`src/rtl/bcd_cal_pkg.sv`:
```
package bcd_cal_pkg;

  localparam int FIELD_AW = 3;

  localparam logic [FIELD_AW-1:0] FLD_SEC   = 3'd0;
  localparam logic [FIELD_AW-1:0] FLD_MIN   = 3'd1;
  localparam logic [FIELD_AW-1:0] FLD_HOUR  = 3'd2;
  localparam logic [FIELD_AW-1:0] FLD_DAY   = 3'd3;
  localparam logic [FIELD_AW-1:0] FLD_WDAY  = 3'd4;
  localparam logic [FIELD_AW-1:0] FLD_MONTH = 3'd5;
  localparam logic [FIELD_AW-1:0] FLD_YEAR  = 3'd6;

  localparam logic [2:0] WDAY_LAST = 3'd6;

  // Add one to a two-digit packed BCD value (no wrap handling).
  function automatic logic [7:0] bcd_inc8(input logic [7:0] v);
    logic [7:0] r;
    if (v[3:0] == 4'h9) r = {v[7:4] + 4'h1, 4'h0};
    else                r = {v[7:4], v[3:0] + 4'h1};
    return r;
  endfunction

  // Two-digit BCD year divisible by 4: tens even -> ones 0/4/8, tens odd -> ones 2/6.
  function automatic logic is_leap(input logic [7:0] yr);
    logic r;
    if (yr[4] == 1'b0) r = (yr[3:0] == 4'h0) || (yr[3:0] == 4'h4) || (yr[3:0] == 4'h8);
    else               r = (yr[3:0] == 4'h2) || (yr[3:0] == 4'h6);
    return r;
  endfunction

  // Last day of a month, in BCD.
  function automatic logic [7:0] month_days(input logic [7:0] mon, input logic [7:0] yr);
    logic [7:0] r;
    case (mon)
      8'h02:                      r = is_leap(yr) ? 8'h29 : 8'h28;
      8'h04, 8'h06, 8'h09, 8'h11: r = 8'h30;
      default:                    r = 8'h31;
    endcase
    return r;
  endfunction

endpackage

```
`src/rtl/cal_prescaler.sv`:
```
module cal_prescaler #(
  parameter int STAGES = 15
) (
  input  logic clk,
  input  logic rst_n,
  input  logic src_en,
  input  logic clr,
  output logic tick
);

  logic [STAGES-1:0] cnt_q;
  logic [STAGES-1:0] cnt_d;
  logic [STAGES:0]   en_chain;

  assign en_chain[0] = src_en;

  for (genvar i = 0; i < STAGES; i++) begin : g_stage
    assign en_chain[i+1] = en_chain[i] & cnt_q[i];
    assign cnt_d[i]      = clr ? 1'b0 : (cnt_q[i] ^ en_chain[i]);
  end

  assign tick = en_chain[STAGES] & ~clr;

  always_ff @(posedge clk or negedge rst_n) begin
    if (!rst_n) cnt_q <= '0;
    else        cnt_q <= cnt_d;
  end

endmodule

```
`src/rtl/cal_time_chain.sv`:
```
module cal_time_chain
  import bcd_cal_pkg::*;
(
  input  logic                clk,
  input  logic                rst_n,
  input  logic                step,
  input  logic                ld_en,
  input  logic [FIELD_AW-1:0] ld_sel,
  input  logic [6:0]          ld_data,
  output logic [6:0]          sec,
  output logic [6:0]          min,
  output logic [5:0]          hour,
  output logic                day_step
);

  logic [6:0] sec_q, sec_d;
  logic [6:0] min_q, min_d;
  logic [5:0] hr_q,  hr_d;
  logic       sec_wrap, min_wrap, hr_wrap;

  assign sec_wrap = (sec_q == 7'h59);
  assign min_wrap = (min_q == 7'h59);
  assign hr_wrap  = (hr_q  == 6'h23);
  assign day_step = step & ~ld_en & sec_wrap & min_wrap & hr_wrap;

  always_comb begin
    sec_d = sec_q;
    min_d = min_q;
    hr_d  = hr_q;
    if (ld_en) begin
      case (ld_sel)
        FLD_SEC:  sec_d = ld_data;
        FLD_MIN:  min_d = ld_data;
        FLD_HOUR: hr_d  = ld_data[5:0];
        default:  ;
      endcase
    end else if (step) begin
      if (sec_wrap) begin
        sec_d = '0;
        if (min_wrap) begin
          min_d = '0;
          hr_d  = hr_wrap ? '0 : 6'(bcd_inc8({2'b00, hr_q}));
        end else begin
          min_d = 7'(bcd_inc8({1'b0, min_q}));
        end
      end else begin
        sec_d = 7'(bcd_inc8({1'b0, sec_q}));
      end
    end
  end

  always_ff @(posedge clk or negedge rst_n) begin
    if (!rst_n) begin
      sec_q <= '0;
      min_q <= '0;
      hr_q  <= '0;
    end else begin
      sec_q <= sec_d;
      min_q <= min_d;
      hr_q  <= hr_d;
    end
  end

  assign sec  = sec_q;
  assign min  = min_q;
  assign hour = hr_q;

endmodule

```
`src/rtl/cal_date_chain.sv`:
```
module cal_date_chain
  import bcd_cal_pkg::*;
(
  input  logic                clk,
  input  logic                rst_n,
  input  logic                day_step,
  input  logic                ld_en,
  input  logic [FIELD_AW-1:0] ld_sel,
  input  logic [7:0]          ld_data,
  output logic [5:0]          day,
  output logic [2:0]          wday,
  output logic [4:0]          month,
  output logic [7:0]          year,
  output logic                century
);

  logic [5:0] day_q,  day_d;
  logic [2:0] wd_q,   wd_d;
  logic [4:0] mon_q,  mon_d;
  logic [7:0] yr_q,   yr_d;
  logic       cen_q,  cen_d;
  logic [7:0] last_day;

  assign last_day = month_days({3'b000, mon_q}, yr_q);

  always_comb begin
    day_d = day_q;
    wd_d  = wd_q;
    mon_d = mon_q;
    yr_d  = yr_q;
    cen_d = cen_q;
    if (ld_en) begin
      case (ld_sel)
        FLD_DAY:   day_d = ld_data[5:0];
        FLD_WDAY:  wd_d  = ld_data[2:0];
        FLD_MONTH: begin
          mon_d = ld_data[4:0];
          cen_d = ld_data[7];
        end
        FLD_YEAR:  yr_d  = ld_data;
        default:   ;
      endcase
    end else if (day_step) begin
      wd_d = (wd_q == WDAY_LAST) ? 3'd0 : wd_q + 3'd1;
      if ({2'b00, day_q} == last_day) begin
        day_d = 6'h01;
        if (mon_q == 5'h12) begin
          mon_d = 5'h01;
          if (yr_q == 8'h99) begin
            yr_d  = 8'h00;
            cen_d = ~cen_q;
          end else begin
            yr_d  = bcd_inc8(yr_q);
          end
        end else begin
          mon_d = 5'(bcd_inc8({3'b000, mon_q}));
        end
      end else begin
        day_d = 6'(bcd_inc8({2'b00, day_q}));
      end
    end
  end

  always_ff @(posedge clk or negedge rst_n) begin
    if (!rst_n) begin
      day_q <= 6'h01;
      wd_q  <= 3'd0;
      mon_q <= 5'h01;
      yr_q  <= 8'h00;
      cen_q <= 1'b0;
    end else begin
      day_q <= day_d;
      wd_q  <= wd_d;
      mon_q <= mon_d;
      yr_q  <= yr_d;
      cen_q <= cen_d;
    end
  end

  assign day     = day_q;
  assign wday    = wd_q;
  assign month   = mon_q;
  assign year    = yr_q;
  assign century = cen_q;

endmodule

```
`src/rtl/bcd_calendar_core.sv`:
```
module bcd_calendar_core
  import bcd_cal_pkg::*;
#(
  parameter int DIV_STAGES = 15
) (
  input  logic       clk,
  input  logic       rst_n,
  input  logic       src_en,
  input  logic       stop,
  input  logic       volt_low,
  input  logic       rd_en,
  input  logic       wr_en,
  input  logic [2:0] addr,
  input  logic [7:0] wdata,
  output logic [7:0] rdata
);

  logic       tick;
  logic       presc_clr;
  logic       pend_q, pend_d;
  logic       vl_q, vl_d;
  logic       step;
  logic       day_step;
  logic [6:0] sec_q, min_q;
  logic [5:0] hour_q, day_q;
  logic [2:0] wday_q;
  logic [4:0] month_q;
  logic [7:0] year_q;
  logic       cent_q;

  assign presc_clr = stop | wr_en;

  cal_prescaler #(.STAGES(DIV_STAGES)) u_presc (
    .clk    (clk),
    .rst_n  (rst_n),
    .src_en (src_en),
    .clr    (presc_clr),
    .tick   (tick)
  );

  // Freeze handling: one held tick, released on the first unfrozen edge.
  always_comb begin
    step   = 1'b0;
    pend_d = pend_q;
    if (presc_clr) begin
      pend_d = 1'b0;
    end else if (rd_en) begin
      pend_d = pend_q | tick;
    end else begin
      step   = pend_q | tick;
      pend_d = pend_q & tick;
    end
  end

  always_comb begin
    vl_d = vl_q;
    if (volt_low)                        vl_d = 1'b1;
    else if (wr_en && (addr == FLD_SEC)) vl_d = wdata[7];
  end

  always_ff @(posedge clk or negedge rst_n) begin
    if (!rst_n) begin
      pend_q <= 1'b0;
      vl_q   <= 1'b1;
    end else begin
      pend_q <= pend_d;
      vl_q   <= vl_d;
    end
  end

  cal_time_chain u_time (
    .clk      (clk),
    .rst_n    (rst_n),
    .step     (step),
    .ld_en    (wr_en),
    .ld_sel   (addr),
    .ld_data  (wdata[6:0]),
    .sec      (sec_q),
    .min      (min_q),
    .hour     (hour_q),
    .day_step (day_step)
  );

  cal_date_chain u_date (
    .clk      (clk),
    .rst_n    (rst_n),
    .day_step (day_step),
    .ld_en    (wr_en),
    .ld_sel   (addr),
    .ld_data  (wdata),
    .day      (day_q),
    .wday     (wday_q),
    .month    (month_q),
    .year     (year_q),
    .century  (cent_q)
  );

  always_comb begin
    case (addr)
      FLD_SEC:   rdata = {vl_q, sec_q};
      FLD_MIN:   rdata = {1'b0, min_q};
      FLD_HOUR:  rdata = {2'b00, hour_q};
      FLD_DAY:   rdata = {2'b00, day_q};
      FLD_WDAY:  rdata = {5'b00000, wday_q};
      FLD_MONTH: rdata = {cent_q, 2'b00, month_q};
      FLD_YEAR:  rdata = year_q;
      default:   rdata = 8'h00;
    endcase
  end

endmodule

```
`config.mk`:
```
export PLATFORM = sky130hd
export DESIGN_NAME = bcd_calendar_core
export DESIGN_NICKNAME = d
export VERILOG_FILES = /design/src/rtl/bcd_cal_pkg.sv /design/src/rtl/cal_prescaler.sv /design/src/rtl/cal_time_chain.sv /design/src/rtl/cal_date_chain.sv /design/src/rtl/bcd_calendar_core.sv
export SDC_FILE = /design/constraint.sdc
export NUM_CORES = 1
export LEC_CHECK = 0
export ABC_CLOCK_PERIOD_IN_PS = 6100
export CAP_MARGIN = 20
export CORE_MARGIN = 2
export CORE_UTILIZATION = 40
export CTS_BUF_LIST = sky130_fd_sc_hd__clkbuf_16
export DETAILED_ROUTE_END_ITERATION = 10
export PLACE_DENSITY = 0.6
export SLEW_MARGIN = 20
export SYNTH_ARGS = -nofsm -noshare
export SYNTH_HDL_FRONTEND = slang
export SYNTH_SLANG_ARGS = --single-unit
```
`constraint.sdc`:
```
create_clock -name clk -period 6.1 [get_ports clk]
set_input_delay 1.22 -clock clk [delete_from_list [all_inputs] [get_ports clk]]
set_output_delay 1.22 -clock clk [all_outputs]
set_load 0.03 [all_outputs]
```
Word-level counts from Yosys, hierarchy flattened
Index checks and enable logic that the tools add are counted.
W data, S select, Z words.
{ "word_totals": {"ff_bits": 60, "input_bits": 18, "out_inout_bits": 8, "wordCells": 213} }
{ "op_classes": {"n_addsub": 13, "eq_ne": 35, "mux": 72, "bitwise_logic": 41, "reduce_logical": 35} }
{ "op_table": {"columns": ["cell", "count"], "rows": [
  ["$mux W7", 11],
  ["$mux W6", 12],
  ["$mux W8", 7],
  ["$pmux W8 S7", 1],
  ["$mux W1", 30],
  ["$mux W5", 6],
  ["$add A4 B1 Y4 const B", 7],
  ["$eq A4 B4 Y1 const B", 7],
  ["$and A1 B1 Y1", 21],
  ["$reduce_bool A3 Y1", 6],
  ["$pmux W8 S2", 1],
  ["$reduce_and A4 Y1", 4],
  ["$reduce_bool A2 Y1", 8],
  ["$reduce_and A5 Y1", 3],
  ["$xor A1 B1 Y1", 15],
  ["$eq A7 B7 Y1 const B", 2],
  ["$ne A2 B1 Y1 const B", 7],
  ["$eq A3 B3 Y1 const B", 4],
  ["$mux W3", 4],
  ["$reduce_and A3 Y1", 4],
  ["$eq A5 B3 Y1 const B", 2],
  ["$eq A5 B5 Y1 const B", 2],
  ["$add A3 B1 Y3 const B", 3],
  ["$eq A4 B3 Y1 const B", 2],
  ["18 further kinds", 27]
]} }

Depth between registers and ports, before layout
{ "depth": {"ltp_word": 25, "depth_mapped": 23, "depth_no_buf": 21} }

Cells and area by module
From an unflattened synthesis, not the netlist that was laid out.
{ "hier_totals": {"hier_cells": 470, "area_unflattened_um2": 4415.5} }
{ "modules_own_cells": {"columns": ["module", "instances", "cells_each", "area_each_um2"], "rows": [
  ["cal_date_chain", 1, 208, 1746.7],
  ["cal_time_chain", 1, 141, 1375.1],
  ["cal_prescaler", 1, 47, 706.9],
  ["bcd_calendar_core", 1, 74, 586.8]
]} }

Worst setup path before layout
OpenSTA, ideal clock, no wires.
{ "synth_path": {"kind": "input to register", "start": "input src_en", "end": "register u_date.mon_q[0], in the netlist u_date.month[0]", "setup_ps": 82, "t_arrival_ps": 5147, "t_required_ps": 6018, "slack_ps": 871, "stages": 23, "cell_sequence": "ha_1 > ha_1 > ha_1 > ha_1 > ha_1 > ha_1 > ha_1 > ha_1 > ha_1 > ha_1 > ha_1 > ha_1 > ha_1 > ha_1 > ha_1 > o21bai_1 > nor4_2 > and4_1 > buf_4 > nand4_1 > buf_2 > and2_4 > mux2_2"} }
{ "synth_via": {"elab_chain_len": 25} }
{ "synth_lines": {"columns": ["element", "line_no", "rtl"], "rows": [
  ["from (decl)", "bcd_calendar_core.sv:8", "input logic src_en,"],
  ["$and A1 B1 Y1 (15 in a row)", "cal_prescaler.sv:18", "assign en_chain[i+1] = en_chain[i] & cnt_q[i];"],
  ["$and A1 B1 Y1", "cal_prescaler.sv:22", "assign tick = en_chain[STAGES] & ~clr;"],
  ["$or A1 B1 Y1", "bcd_calendar_core.sv:50", "step = pend_q | tick;"],
  ["$mux W1", "bcd_calendar_core.sv:47", "end else if (rd_en) begin"],
  ["$mux W1", "bcd_calendar_core.sv:45", "if (presc_clr) begin"],
  ["$and A1 B1 Y1 (4 in a row)", "cal_time_chain.sv:24", "assign day_step = step & ~ld_en & sec_wrap & min_wrap & hr_wrap;"],
  ["$reduce_bool A2 Y1 (no line)", null, null],
  ["$reduce_and A3 Y1 (no line)", null, null],
  ["to (signal assigned)", "cal_date_chain.sv:74", "mon_q <= mon_d;"],
  ["to (decl)", "cal_date_chain.sv:19", "logic [4:0] mon_q, mon_d;"]
]} }
No other way between the ends.
A chain may end at the register's enable or synchronous reset.

Worst setup path after layout
{ "layout_path": {"start": "input src_en", "end": "register u_date.yr_q[5], in the netlist u_date.year[5]"} }
{ "layout_via": {"elab_chain_len": 25} }
{ "layout_lines": {"columns": ["element", "line_no", "rtl"], "rows": [
  ["$and A1 B1 Y1 (15 in a row)", "cal_prescaler.sv:18", null],
  ["$and A1 B1 Y1", "cal_prescaler.sv:22", null],
  ["$or A1 B1 Y1", "bcd_calendar_core.sv:50", null],
  ["$mux W1", "bcd_calendar_core.sv:47", null],
  ["$mux W1", "bcd_calendar_core.sv:45", null],
  ["$and A1 B1 Y1 (4 in a row)", "cal_time_chain.sv:24", null],
  ["$reduce_bool A2 Y1 (no line)", null, null],
  ["$reduce_and A5 Y1 (no line)", null, null],
  ["to (signal assigned)", "cal_date_chain.sv:75", "yr_q <= yr_d;"],
  ["to (decl)", "cal_date_chain.sv:20", "logic [7:0] yr_q, yr_d;"]
]} }
No other way between the ends.

==> results.sh <==
export IMPL_clock_skew_ns=0.00711
export IMPL_cpMostUsedCell="ha_1"
export IMPL_synth_edf_count=0
export IMPL_path_delay_family="adder cells"
export IMPL_grt_antenna_before_repair=0
export IMPL_slew_headroom_pct=46.5
export IMPL_hold_violations=0
export IMPL_start_util_pct=40.5
export IMPL_hold_buffers=0
export IMPL_finalSetupTns_ns=0
export IMPL_hold_class="flop to flop"
export IMPL_layout_common_cells="dfrtp_1 (57), nor2_1 (35), o21ai_0 (35)"
export IMPL_wl_per_cell_um=18.0
export IMPL_maxCapViolations=0
export IMPL_clkTransAtPathRegs_ns=0.05
export IMPL_place_hpwl_um=7700
export IMPL_n_antenna_cell=0
export IMPL_fmax_mhz=180
export IMPL_cpPeakStageDelay_ns=0.46
export IMPL_cts_path_max_buffers=2
export IMPL_die_area_um2=11100
export IMPL_fill_cells=980
export IMPL_path_buf_inv=1
export IMPL_drv_slew=0
export IMPL_hold_slack_ns=0.546
export IMPL_syn_avg_cell_area_um2=9.27
export IMPL_route_detailed_drc=0
export IMPL_cts_resized=0
export IMPL_die_w_um=106
export IMPL_swShare_pct=32.5
export IMPL_worstSkewPairLatency_ns=0.33
export IMPL_dr_first_iter_drc_count=224
export IMPL_grt_overflow=0
export IMPL_yosysSeqAreaShare_pct=36.5
export IMPL_row_count=37
export IMPL_endpoint_kind="flop"
export IMPL_placed_cell_area_um2=4450
export IMPL_seqPwrFrac_pct=39.7
export IMPL_post_cts_setup_buffers=0
export IMPL_p_total_mw=1.48
export IMPL_drt_wl_total_um=10900
export IMPL_status="finished, final reports clean"
export IMPL_viasPerCell=5.91
export IMPL_setup_viol=0
export IMPL_crit_chain="clkdlybuf4s50_1 > ha_1 > ha_1 > ha_1 > ha_1 > ha_1 > ha_1 > ha_1 > ha_1 > ha_1 > ha_1 > ha_1 > ha_1 > ha_1 > ha_1 > ha_1 > o21bai_1 > nor4_2 > and4_1 > nand4_1 > a21oi_1 > mux2_2"
export IMPL_power_share_clock_pct=35.9
export IMPL_cpMaxStageDelayCell="clkdlybuf4s50_1"
export IMPL_drt_first_pass_iters=4
export IMPL_gp_congestion=0.859
export IMPL_postRouteAntennaNets=0
export IMPL_final_area_um2=4760
export IMPL_ys_flop_type="dfrtp_1"
export IMPL_ys_seq_elements=60
export IMPL_syn2layout_area_growth_pct=15.3
export IMPL_power_density_nw_per_um2=311
export IMPL_worstPathRequired_ns=6.31
export IMPL_pin_count=26
export IMPL_worstSetupStartpointType="primary input"
export IMPL_worstMarginPinSlew_ns=0.803
export IMPL_grt_pass1_wl_um=18200
export IMPL_grt_usage_pct=21.0
export IMPL_root_buffer="clkbuf_16"
export IMPL_grt_pass1_vias=3549
export IMPL_synth_fp_nets=491
export IMPL_synthesis_area_um2=4120
export IMPL_fin_crit_sh_pct=91.2
export IMPL_intPower_mw=0.996
export IMPL_drive_above_1_share_pct=13.0
export IMPL_port_buffers=25
export IMPL_worstPathArrival_ns=5.77
export IMPL_criticalPathCategory="primary input to flop"
export IMPL_synth_top_area_share_pct=34.6
export IMPL_synth_distinct_cells=76
export IMPL_vias=3570
export IMPL_synth_cells=445
export IMPL_async_reset_ff_share_pct=100
export IMPL_final_common_cell="dfrtp_1"
export IMPL_cts_buffers=9
export IMPL_cts_tree="yes"
export IMPL_final_nets=509
export IMPL_switching_power_mw=0.481
export IMPL_core_um2=10200
export IMPL_p_leak_nw=2.09
export IMPL_die_y_um=106
export IMPL_worst_path_max_fanout=9
export IMPL_yosys_warnings=0
export IMPL_yosys_area_top_type="dfrtp_1"
export IMPL_fin_crit_ns=5.56
export IMPL_vdd_drop_max_mv=0.163
export IMPL_grt_max_degree=61
export IMPL_rsz0062_at_grt="no"
export IMPL_combPwrFrac_pct=24.4
export IMPL_synthTopCellsByArea="dfrtp_1 (35%), ha_1 (8.5%), o21ai_0 (4.2%)"
export IMPL_htreeDepth=3
export IMPL_cts_sinks=60
==> worst paths after layout <==
check,from,to,slack [ns],cells past startpoint
max,src_en,u_date.year[5],0.54,22
min,pend_q,pend_q,0.55,2
max reg2reg,u_presc.cnt_q[0],u_date.month[0],1.49,21
min reg2reg,pend_q,pend_q,0.55,2
max in group asynchronous,rst_n,u_presc.cnt_q[0],4.51,2
min in group asynchronous,rst_n,u_time.sec[1],1.04,2
==> synthesized netlist by cell type (9+ instances only) <==
cell type  count
mux2_2        15
o21ai_0       35
nand2_1       32
nand3_1       10
and2_1        19
ha_1          28
dfrtp_1       57
a22oi_1        9
clkbuf_1      12
inv_1         22
nor2_1        35
nor3_1        11
a21oi_1       22
==> state kept, by name (all words and copies together) (netlist names), 3 cells and up <==
register,count
u_presc.cnt_q,15
u_date.year,8
u_time.min,7
u_time.sec,7
u_date.day,6
u_time.hour,6
u_date.month,5
u_date.wday,3
==> layer usage <==
layer  wire, µm  global-route usage, %  vias to the layer above
li1           -                      -                     1685
met1       4870                   27.0                     1778
met2       5180                   32.8                       89
met3        544                   5.01                       18
met4        274                   11.0                        0
met5          0                      0                        -
==> worst register-to-register path: stages, from the launching register on <==
cell,delay (ns)
dfrtp_1,0.37
ha_1,0.18
ha_1,0.18
ha_1,0.18
ha_1,0.18
ha_1,0.18
ha_1,0.18
ha_1,0.18
ha_1,0.18
ha_1,0.18
ha_1,0.18
ha_1,0.18
ha_1,0.17
ha_1,0.18
ha_1,0.18
ha_1,0.19
o21bai_1,0.22
nor4_2,0.08
and4_1,0.28
nand4_1,0.33
and2_4,0.25
mux2_2,0.33
==> cell type report <==
cell class,count,area [µm²],area share [%]
inverters,22,82.6,1.74
well taps,136,170,3.58
flip-flops and latches,60,1510,31.6
repair buffers,32,293,6.16
multi-input cells,338,2400,50.4
clock inverters,7,82.6,1.74
clock buffers,9,225,4.74
==> power groups by stage <==
| stage | Clock, mW | Combinational (mW) | Sequential [mW] |
|---|---|---|---|
| 5_1_grt | 0.559 | 0.406 | 0.601 |
| 3_3_place_gp | 0 | 0.349 | 0.587 |
| 6_report | 0.530 | 0.361 | 0.587 |
| 4_1_cts | 0.539 | 0.363 | 0.585 |
| 3_5_place_dp | 0 | 0.360 | 0.591 |
| 2_1_floorplan | 0 | 0.297 | 0.535 |
==> through the flow <==
stage	utilization, %	setup slack [ns]	std cells
6_report	46.7	0.536	604
4_1_cts	46.7	0.503	604
5_1_grt	46.7	0.112	604
3_5_place_dp	43.7	0.153	588
3_3_place_gp	43.7	0.252	588
2_1_floorplan	-	0.871	445
==> logic make-up (layout without fill, tap and decap cells) <==
group,count (synthesis),after routing,synth area share [%]
buf+inv,47,70,5.37
flops,60,60,36.5
xor+xnor,2,2,0.425
mux,25,25,8.04
simple gates,153,153,19.8
compound gates,130,130,21.4
fa+ha+maj,28,28,8.50
Power figures use the tool's default switching activity.
